==> src/rtl/mbx_pkg.sv <==
package mbx_pkg;
   typedef enum logic [1:0] {
      RSP_ACK     = 2'd0,
      RSP_NAK     = 2'd1,
      RSP_OTHER   = 2'd2,
      RSP_TIMEOUT = 2'd3
   } rsp_code_e;

   typedef enum logic [1:0] {
      KIND_EXEC     = 2'd0,
      KIND_RESET    = 2'd1,
      KIND_PORTRST  = 2'd2,
      KIND_EXEC_ALT = 2'd3
   } cmd_kind_e;

   typedef enum logic [2:0] {
      ST_IDLE,
      ST_WMEM,
      ST_WMBX,
      ST_WAIT,
      ST_RMBX,
      ST_RESP
   } eng_state_e;

   localparam logic [15:0] TRIG_EXEC  = 16'hCE01;
   localparam logic [15:0] TRIG_RESET = 16'hFA50;
   localparam logic [15:0] REPLY_ACK  = 16'h0FED;
   localparam logic [15:0] REPLY_NAK  = 16'hDEAD;
endpackage

==> src/rtl/mbx_word_src.sv <==
module mbx_word_src
   import mbx_pkg::*;
#(
   parameter int          NPARAM         = 14,
   parameter int          IW             = 4,
   parameter logic [15:0] INTNUM_ADDR    = 16'h01C2,
   parameter logic [15:0] PARAM_BASE     = 16'h01C4,
   parameter int          ADDR_STRIDE    = 2,
   parameter logic [15:0] PORTRST_INTNUM = 16'h0074,
   parameter logic [15:0] PORTRST_MS     = 16'd50
) (
   input  logic                  portrst,
   input  logic [15:0]           intnum,
   input  logic [NPARAM*16-1:0]  params,
   input  logic                  port,
   input  logic                  unit,
   input  logic [IW-1:0]         idx,
   output logic [15:0]           addr,
   output logic [15:0]           word
);
   logic [15:0]   eff [NPARAM];
   logic [IW-1:0] pidx;

   assign pidx = idx - 1'b1;

   for (genvar g = 0; g < NPARAM; g++) begin : g_eff
      if (g == 0) begin : g_dur
         assign eff[g] = portrst ? PORTRST_MS : params[g*16 +: 16];
      end else if (g == 1) begin : g_sel
         assign eff[g] = portrst ? {14'd0, unit, port} : params[g*16 +: 16];
      end else begin : g_rest
         assign eff[g] = portrst ? 16'd0 : params[g*16 +: 16];
      end
   end

   always_comb begin
      addr = INTNUM_ADDR;
      word = portrst ? PORTRST_INTNUM : intnum;
      if (idx != '0) begin
         addr = PARAM_BASE + 16'(ADDR_STRIDE) * 16'(pidx);
         word = 16'd0;
         for (int i = 0; i < NPARAM; i++) begin
            if (pidx == IW'(i)) word = eff[i];
         end
      end
   end
endmodule

==> src/rtl/mbx_wait_timer.sv <==
module mbx_wait_timer #(
   parameter int LIMIT = 240_000_000
) (
   input  logic clk,
   input  logic rst_n,
   input  logic clear,
   input  logic run,
   output logic expired
);
   localparam int CW = (LIMIT > 1) ? $clog2(LIMIT) : 1;

   if (LIMIT < 2) begin : g_bad_limit
      $error("mbx_wait_timer: LIMIT must be at least 2");
   end

   logic [CW-1:0] cnt;

   assign expired = run && (cnt == CW'(LIMIT - 1));

   always_ff @(posedge clk) begin
      if (!rst_n || clear) cnt <= '0;
      else if (run && !expired) cnt <= cnt + 1'b1;
   end

   AST_TIMER_BOUND: assert property (@(posedge clk) disable iff (!rst_n)
      32'(cnt) < LIMIT);
endmodule

==> src/rtl/mbx_reply_class.sv <==
module mbx_reply_class
   import mbx_pkg::*;
(
   input  logic [15:0] reply,
   output rsp_code_e   code
);
   always_comb begin
      if (reply == REPLY_ACK)      code = RSP_ACK;
      else if (reply == REPLY_NAK) code = RSP_NAK;
      else                         code = RSP_OTHER;
   end
endmodule

==> src/rtl/mbx_cmd_engine.sv <==
module mbx_cmd_engine
   import mbx_pkg::*;
#(
   parameter int          NPARAM         = 14,
   parameter int          TIMEOUT_CYCLES = 240_000_000,
   parameter logic [15:0] INTNUM_ADDR    = 16'h01C2,
   parameter logic [15:0] PARAM_BASE     = 16'h01C4,
   parameter int          ADDR_STRIDE    = 2,
   parameter logic [15:0] PORTRST_INTNUM = 16'h0074,
   parameter logic [15:0] PORTRST_MS     = 16'd50
) (
   input  logic                  clk,
   input  logic                  rst_n,
   input  logic                  cmd_valid,
   output logic                  cmd_ready,
   input  logic [1:0]            cmd_kind,
   input  logic [15:0]           cmd_intnum,
   input  logic [NPARAM*16-1:0]  cmd_params,
   input  logic                  cmd_port,
   input  logic                  cmd_unit,
   output logic                  rsp_valid,
   input  logic                  rsp_ready,
   output logic [1:0]            rsp_code,
   output logic [15:0]           rsp_word,
   output logic                  busy,
   output logic                  m_req,
   output logic                  m_we,
   output logic                  m_mbx,
   output logic [15:0]           m_addr,
   output logic [15:0]           m_wdata,
   input  logic                  m_gnt,
   input  logic [15:0]           m_rdata,
   input  logic                  mbx_flag
);
   localparam int IW = $clog2(NPARAM + 1);

   if (NPARAM < 2) begin : g_bad_nparam
      $error("mbx_cmd_engine: NPARAM must be at least 2");
   end
   if (ADDR_STRIDE < 1) begin : g_bad_stride
      $error("mbx_cmd_engine: ADDR_STRIDE must be positive");
   end

   eng_state_e            st;
   cmd_kind_e             kind_q;
   logic [15:0]           intnum_q;
   logic [NPARAM*16-1:0]  par_q;
   logic                  port_q;
   logic                  unit_q;
   logic [IW-1:0]         idx;
   rsp_code_e             code_q;
   logic [15:0]           word_q;

   logic [15:0]           src_addr;
   logic [15:0]           src_word;
   rsp_code_e             cls_code;
   logic                  t_expired;
   logic                  is_reset;

   assign is_reset = (kind_q == KIND_RESET);

   mbx_word_src #(
      .NPARAM(NPARAM), .IW(IW), .INTNUM_ADDR(INTNUM_ADDR),
      .PARAM_BASE(PARAM_BASE), .ADDR_STRIDE(ADDR_STRIDE),
      .PORTRST_INTNUM(PORTRST_INTNUM), .PORTRST_MS(PORTRST_MS)
   ) u_src (
      .portrst (kind_q == KIND_PORTRST),
      .intnum  (intnum_q),
      .params  (par_q),
      .port    (port_q),
      .unit    (unit_q),
      .idx     (idx),
      .addr    (src_addr),
      .word    (src_word)
   );

   mbx_wait_timer #(.LIMIT(TIMEOUT_CYCLES)) u_timer (
      .clk     (clk),
      .rst_n   (rst_n),
      .clear   (st != ST_WAIT),
      .run     ((st == ST_WAIT) && !mbx_flag),
      .expired (t_expired)
   );

   mbx_reply_class u_cls (
      .reply (m_rdata),
      .code  (cls_code)
   );

   always_ff @(posedge clk) begin
      if (!rst_n) begin
         st       <= ST_IDLE;
         kind_q   <= KIND_EXEC;
         intnum_q <= '0;
         par_q    <= '0;
         port_q   <= 1'b0;
         unit_q   <= 1'b0;
         idx      <= '0;
         code_q   <= RSP_ACK;
         word_q   <= '0;
      end else begin
         case (st)
            ST_IDLE: if (cmd_valid) begin
               kind_q   <= cmd_kind_e'(cmd_kind);
               intnum_q <= cmd_intnum;
               par_q    <= cmd_params;
               port_q   <= cmd_port;
               unit_q   <= cmd_unit;
               idx      <= '0;
               st       <= (cmd_kind_e'(cmd_kind) == KIND_RESET) ? ST_WMBX : ST_WMEM;
            end
            ST_WMEM: if (m_gnt) begin
               if (idx == IW'(NPARAM)) st <= ST_WMBX;
               else                    idx <= idx + 1'b1;
            end
            ST_WMBX: if (m_gnt) st <= ST_WAIT;
            ST_WAIT: begin
               if (mbx_flag) st <= ST_RMBX;
               else if (t_expired) begin
                  code_q <= RSP_TIMEOUT;
                  word_q <= '0;
                  st     <= ST_RESP;
               end
            end
            ST_RMBX: if (m_gnt) begin
               code_q <= cls_code;
               word_q <= m_rdata;
               st     <= ST_RESP;
            end
            ST_RESP: if (rsp_ready) st <= ST_IDLE;
            default: st <= ST_IDLE;
         endcase
      end
   end

   always_comb begin
      m_req   = (st == ST_WMEM) || (st == ST_WMBX) || (st == ST_RMBX);
      m_we    = (st == ST_WMEM) || (st == ST_WMBX);
      m_mbx   = (st == ST_WMBX) || (st == ST_RMBX);
      m_addr  = (st == ST_WMEM) ? src_addr : 16'd0;
      m_wdata = 16'd0;
      if (st == ST_WMEM)      m_wdata = src_word;
      else if (st == ST_WMBX) m_wdata = is_reset ? TRIG_RESET : TRIG_EXEC;
   end

   assign cmd_ready = (st == ST_IDLE);
   assign busy      = !cmd_ready;
   assign rsp_valid = (st == ST_RESP);
   assign rsp_code  = code_q;
   assign rsp_word  = word_q;

   AST_REQ_HOLD: assert property (@(posedge clk) disable iff (!rst_n)
      m_req && !m_gnt |=> m_req && $stable(m_addr) && $stable(m_wdata) && $stable(m_we) && $stable(m_mbx));
   AST_RSP_HOLD: assert property (@(posedge clk) disable iff (!rst_n)
      rsp_valid && !rsp_ready |=> rsp_valid && $stable(rsp_code) && $stable(rsp_word));
   AST_TIMEOUT_ZERO: assert property (@(posedge clk) disable iff (!rst_n)
      rsp_valid && rsp_code == RSP_TIMEOUT |-> rsp_word == 16'd0);
   AST_ACK_WORD: assert property (@(posedge clk) disable iff (!rst_n)
      rsp_valid && rsp_code == RSP_ACK |-> rsp_word == REPLY_ACK);
   AST_ACCEPT_BUSY: assert property (@(posedge clk) disable iff (!rst_n)
      cmd_valid && cmd_ready |=> busy && !cmd_ready);
   AST_RESET_NO_MEM: assert property (@(posedge clk) disable iff (!rst_n)
      m_req && m_we && !m_mbx |-> kind_q != KIND_RESET);
endmodule

==> config.mk <==
export PLATFORM = sky130hd
export DESIGN_NAME = mbx_cmd_engine
export DESIGN_NICKNAME = d
export VERILOG_FILES = /design/src/rtl/mbx_pkg.sv /design/src/rtl/mbx_word_src.sv /design/src/rtl/mbx_wait_timer.sv /design/src/rtl/mbx_reply_class.sv /design/src/rtl/mbx_cmd_engine.sv
export SDC_FILE = /design/constraint.sdc
export NUM_CORES = 1
export LEC_CHECK = 0
export ABC_AREA = 1
export ABC_CLOCK_PERIOD_IN_PS = 5900
export CAP_MARGIN = 10
export CORE_MARGIN = 5
export CORE_UTILIZATION = 45
export DETAILED_ROUTE_END_ITERATION = 8
export PLACE_DENSITY = 0.78
export SYNTH_ARGS = -nofsm -noshare
export SYNTH_HDL_FRONTEND = slang
export SYNTH_SLANG_ARGS = --single-unit
==> constraint.sdc <==
create_clock -name clk -period 5.9 [get_ports clk]
set_input_delay 1.18 -clock clk [delete_from_list [all_inputs] [get_ports clk]]
set_output_delay 1.18 -clock clk [all_outputs]
set_load 0.005 [all_outputs]
# After elaboration in Yosys (flattened, before gate mapping)
# Cells that the tools add are included.
[word_totals]
output_inout_bits = 56
wordCells = 129
regBits = 297
in_bits = 266
[classes]
n_reduce_logical = 20
n_mux = 59
addsub = 4
eq_ne = 36
[op_table]
columns = ["op", "count"]
rows = [
  ["2-to-1 mux 16 bit", 37],
  ["case mux 16 bit (2 select lines)", 1],
  ["adder 28 x 1 -> 28 bit, second input constant", 1],
  ["equality test 28 bit, second input constant", 1],
  ["equality test 4 bit, second input constant", 7],
  ["2-to-1 mux 3 bit", 8],
  ["case mux 3 bit (6 select lines)", 1],
  ["equality test 16 x 12 -> 1 bit, second input constant", 1],
  ["equality test 16 bit, second input constant", 1],
  ["equality test 4 x 3 -> 1 bit, second input constant", 4],
  ["2-to-1 mux 14 bit", 1],
  ["!= test 2 bit, second input constant", 7],
  ["2-to-1 mux 2 bit", 6],
  ["2-to-1 mux 4 bit", 3],
  ["adder 9 x 5 -> 10 bit, first input constant", 1],
  ["equality test 4 x 2 -> 1 bit, second input constant", 2],
  ["case mux 4 bit (2 select lines)", 1],
  ["AND reduction 4 bit", 2],
  ["AND reduction 7 bit", 1],
  ["equality test 3 x 2 -> 1 bit, second input constant", 2],
  ["equality test 3 bit, second input constant", 2],
  ["!= test 3 x 2 -> 1 bit, second input constant", 2],
  ["adder 4 x 1 -> 4 bit, second input constant", 1],
  ["equality test 2 x 1 -> 1 bit, second input constant", 2],
  ["other kinds (14)", 24],
]

# Depth between registers and ports, before layout
[depth]
depth_word = 18
mapped_depth = 30
depth_no_buf = 29

# Modules after synthesis
# From an unflattened synthesis, not the netlist that was laid out.
[unflattened]
cells_unflattened = 2371
hier_area_um2 = 15479.8
[by_module_without_submodules]
columns = ["mod", "area_each_um2", "instances", "cells_each", "seq_area_each_um2"]
rows = [
  ["mbx_cmd_engine", 10256.1, 1, 1323, 5385.2],
  ["mbx_word_src", 3110.5, 1, 697, 0.0],
  ["mbx_wait_timer", 1988.2, 1, 320, 560.5],
  ["mbx_reply_class", 125.1, 1, 31, 0.0],
]

# Worst setup path before layout
# No wires, ideal clock.
[synth_path]
kind = "register to output"
start = "register idx[0]"
end = "output port m_wdata[11]"
stages_incl_launch_ff = 26
path_slack_ns = 2.293
t_arrival_ns = 2.427
n_path_buf = 2
required_ns = 4.720
path_cell_list = "dfxtp_1 > inv_1 > ha_1 > nor2_2 > nor2_4 > buf_6 > nor2_4 > inv_2 > nor2_2 > nand2_1 > inv_2 > buf_2 > nand2_1 > nand2_1 > nand2_1 > nand3_1 > nand2_1 > nand2_1 > nand2_1 > nand2_1 > nand2_1 > nand3_1 > nand2_1 > nand2_1 > nand2_1 > nand2_1"
[synth_via]
elab_chain_len = 18
elab_cells_between_ends = 32
classes_between = "add/sub (1); eq/ne (13); mux (16); reduce/logical (2)"
[synth_rtl]
columns = ["item", "line", "source"]
rows = [
  ["start: declaration", "mbx_cmd_engine.sv:50", "logic [IW-1:0] idx;"],
  ["start signal: assignment", "mbx_cmd_engine.sv:114", "else idx <= idx + 1'b1;"],
  ["subtractor 4 x 1 -> 4 bit", "mbx_word_src.sv:24", "assign pidx = idx - 1'b1;"],
  ["zero test 4 bit", "mbx_word_src.sv:43", "if (pidx == IW'(i)) word = eff[i];"],
  ["2-to-1 mux 16 bit (14 in a row)", "mbx_word_src.sv:43", ""],
  ["2-to-1 mux 16 bit *", "mbx_word_src.sv:39", "if (idx != '0) begin"],
  ["2-to-1 mux 16 bit *", "mbx_cmd_engine.sv:142", "if (st == ST_WMEM) m_wdata = src_word;"],
  ["end: declaration", "mbx_cmd_engine.sv:30", "output logic [15:0] m_wdata,"],
]
# Every way passes the cells marked *; elsewhere a longest branch is shown, timed or not.

# Final worst setup path
[layout_path]
start = "register idx[0]"
end = "output port m_wdata[14]"
# Same word-level chain as after synthesis.

==> reports/metrics.cfg <==
[clocking]
insertion_delay_ps = 560
cts.sinks = 297
cts_inserted_buffers = 31
root_buffer = clkbuf_16
path_clk_slew_ps = 60
cts_tree = yes
clockBufferDepth = 3
hold_buffers = 0
cts_max_level = 1

[logic_synthesis]
synth.avg_cell_area_sq_um = 6.70
yosysSeqAreaShare = 0.418
syn_area_sq_um = 14200
synth_warnings = 0
synthArstFlopShare = 0
synth_edf_count = 0
synth.area.top_cells = dfxtp_1 (42%), nand2_1 (16%), a21oi_1 (10%), nand3_1 (8.6%), inv_1 (4.6%)
synth_top_cell_area_share = 0.418
syn_inst = 2122
ys.flop_type = dfxtp_1
synth_top_area_cell = dfxtp_1
synth_seq_cells = 297
synth_cell_types = 46

[setup_path]
crit_path_end = m_wdata[14]
r2r_end = par_q[44]
timing.rr.start = st[1]
crit_required_ps = 4720
critical_path_class = reg -> out
crit_start = idx[0]
r2r_slack_ps = 2690
arrival_ps = 4350
slowest_delay_ps = 500
cp_common_cell = nand2_1
critical_path_peak_fanout = 17
critPathLaunchType = register
cp_slowest_cell = clkdlybuf4s50_1
crit_path_end_kind = primary output
r2r_cells = 7

[hold_path]
hp-start = par_q[200]
hp-class = reg -> reg

[timing]
min_period_over_period = 0.937
period_minus_slack_ps = 5530
hold_violations = 0
fmax_mhz = 181
tightestPinTransition_ps = 1110
relSlewSlack = 0.257
fin_ws_ps = 372
rsz0062_at_grt = false
maxSlewViolCount = 0
tns_ps = 0
fin_skew_ps = 6.36
finalSetupViolCount = 0

[layout]
area_growth_pct = 30.0
final_nets = 2622
final_cell_mix = nand2_1 (608), clkdlybuf4s50_1 (311), dfxtp_1 (297), a21oi_1 (289), nand3_1 (243)
mostFrequentLayoutCell = nand2_1
drive_gt1_frac = 0.0515
final_area_sq_um = 18500
fillers = 2848

[grt]
grt_pass1_wl_um = 78800
grt_overflow = 0
antenna_found_initial = 2
grt.total_usage = 0.272
grt_pass1_vias = 14548
grt_max_degree = 109

[place]
place.gp.congestion = 0.952
placed_area_sq_um = 17400
numPortBuffers = 313
hpwl_um = 37300
pre_cts_slack_ps = 859

[run]
max_cap_violations = 0

[pwr]
p_per_area_nw_per_um2 = 379
power_leakage_nw = 7.20
ir_drop_mv = 0.270

[outcome]
status = finished clean

[route]
drtIter0Drc = 1593
drt-vias-per-instance = 5.49
ant_nets = 0
firstDrtPassIters = 5
drc = 0
via_count = 15240
routed_wl_um = 50700
avgRoutedWirePerCell_um = 18.3

[floorplan]
ioPinCount = 322
rows = 65
die_w_um = 188
start_util = 0.453
dieArea_sq_um = 35300
fp.coreArea_sq_um = 31400
die-height_um = 188

worst max-delay path: cells and delay by family (launching register included):
family | cells | cell delay [ps]
DFF | 1 | 420
adders and majority gates | 1 | 310
and+or+nand+nor | 24 | 2240
buffers and inverters | 5 | 850
repair_timing:
item,in CTS,in global routing
buffers inserted,0,2
resized for setup,0,2
endpoints found under the setup margin,0,11
worst min path at each step:
| stage | end | slack (ps) | depth (start not counted) |
|---|---|---|---|
| finish | par_q[200] | 450 | 2 |
| global route | par_q[199] | 470 | 2 |
| CTS | par_q[200] | 450 | 2 |
| detailed placement | par_q[200] | 440 | 2 |
| global placement | intnum_q[1] | 440 | 2 |
| floorplan | intnum_q[1] | 420 | 2 |
area by class of cell:
type / instances / area [sq um] / area share
Sequential cell: 297 / 5950 / 0.322
Inverter: 196 / 743 / 0.0402
Multi-Input combinational cell: 1493 / 6980 / 0.378
Tap cell: 402 / 503 / 0.0272
Timing Repair Buffer: 331 / 3280 / 0.177
Clock inverter: 14 / 151 / 0.00819
Antenna cell: 2 / 5.00 / 0.000271
Clock buffer: 40 / 880 / 0.0476
power by group:
part / internal [mW] / switching [mW] / leakage, nW
Clock: 1.17 / 0.819 / 0.517
Sequential: 2.40 / 0.212 / 2.43
Combinational: 0.816 / 1.59 / 4.25
kinds of logic (layout without fill, tap and decap cells):
family          after synthesis  after routing  share of synthesized area
simple gates               1010           1010                      0.307
compound gates              466            466                      0.173
buf+inv                     339            581                     0.0944
flops                       297            297                      0.418
fa+ha+maj                     6              6                    0.00528
xor+xnor                      3              3                    0.00185
other cells                   1             10                   0.000264
cell usage after synthesis (all sizes together), types with 3 or more instances:
cell,n
nor4,8
a21oi,289
nand2,617
ha,6
a22oi,16
o21ai,128
buf,29
xor2,3
clkbuf,114
o31ai,6
nor3,21
o22ai,4
nand3,244
o221ai,4
nand4,19
a31oi,5
clkinv,3
dfxtp,297
nor2,90
inv,193
nor3b,6
a211oi,6
a32oi,3
registers in the layout, summed over array words and instances (netlist names):
| name | count |
|---|---|
| kind_q | 2 |
| par_q | 224 |
| intnum_q | 16 |
| rsp_word | 16 |
| rsp_code | 2 |
| u_timer.cnt | 28 |
| unit_q | 1 |
| port_q | 1 |
| st | 3 |
| idx | 4 |
per-layer routing:
metal	track usage	wire [um]	vias to the layer above
met2	0.448	23200	786
met4	0.112	2190	0
li1	-	-	7393
met3	0.0490	4350	130
met1	0.354	21000	6931
met5	0	0	-
through the flow:
step,hold WS (ps),power [mW],util,instances
finish,448,7.01,0.589,2775
global route,474,7.38,0.589,2775
CTS,451,6.98,0.588,2771
detailed placement,442,4.99,0.555,2717
global placement,436,4.95,0.555,2717
floorplan,425,4.10,-,2129
(Power assumes the default switching activity.)
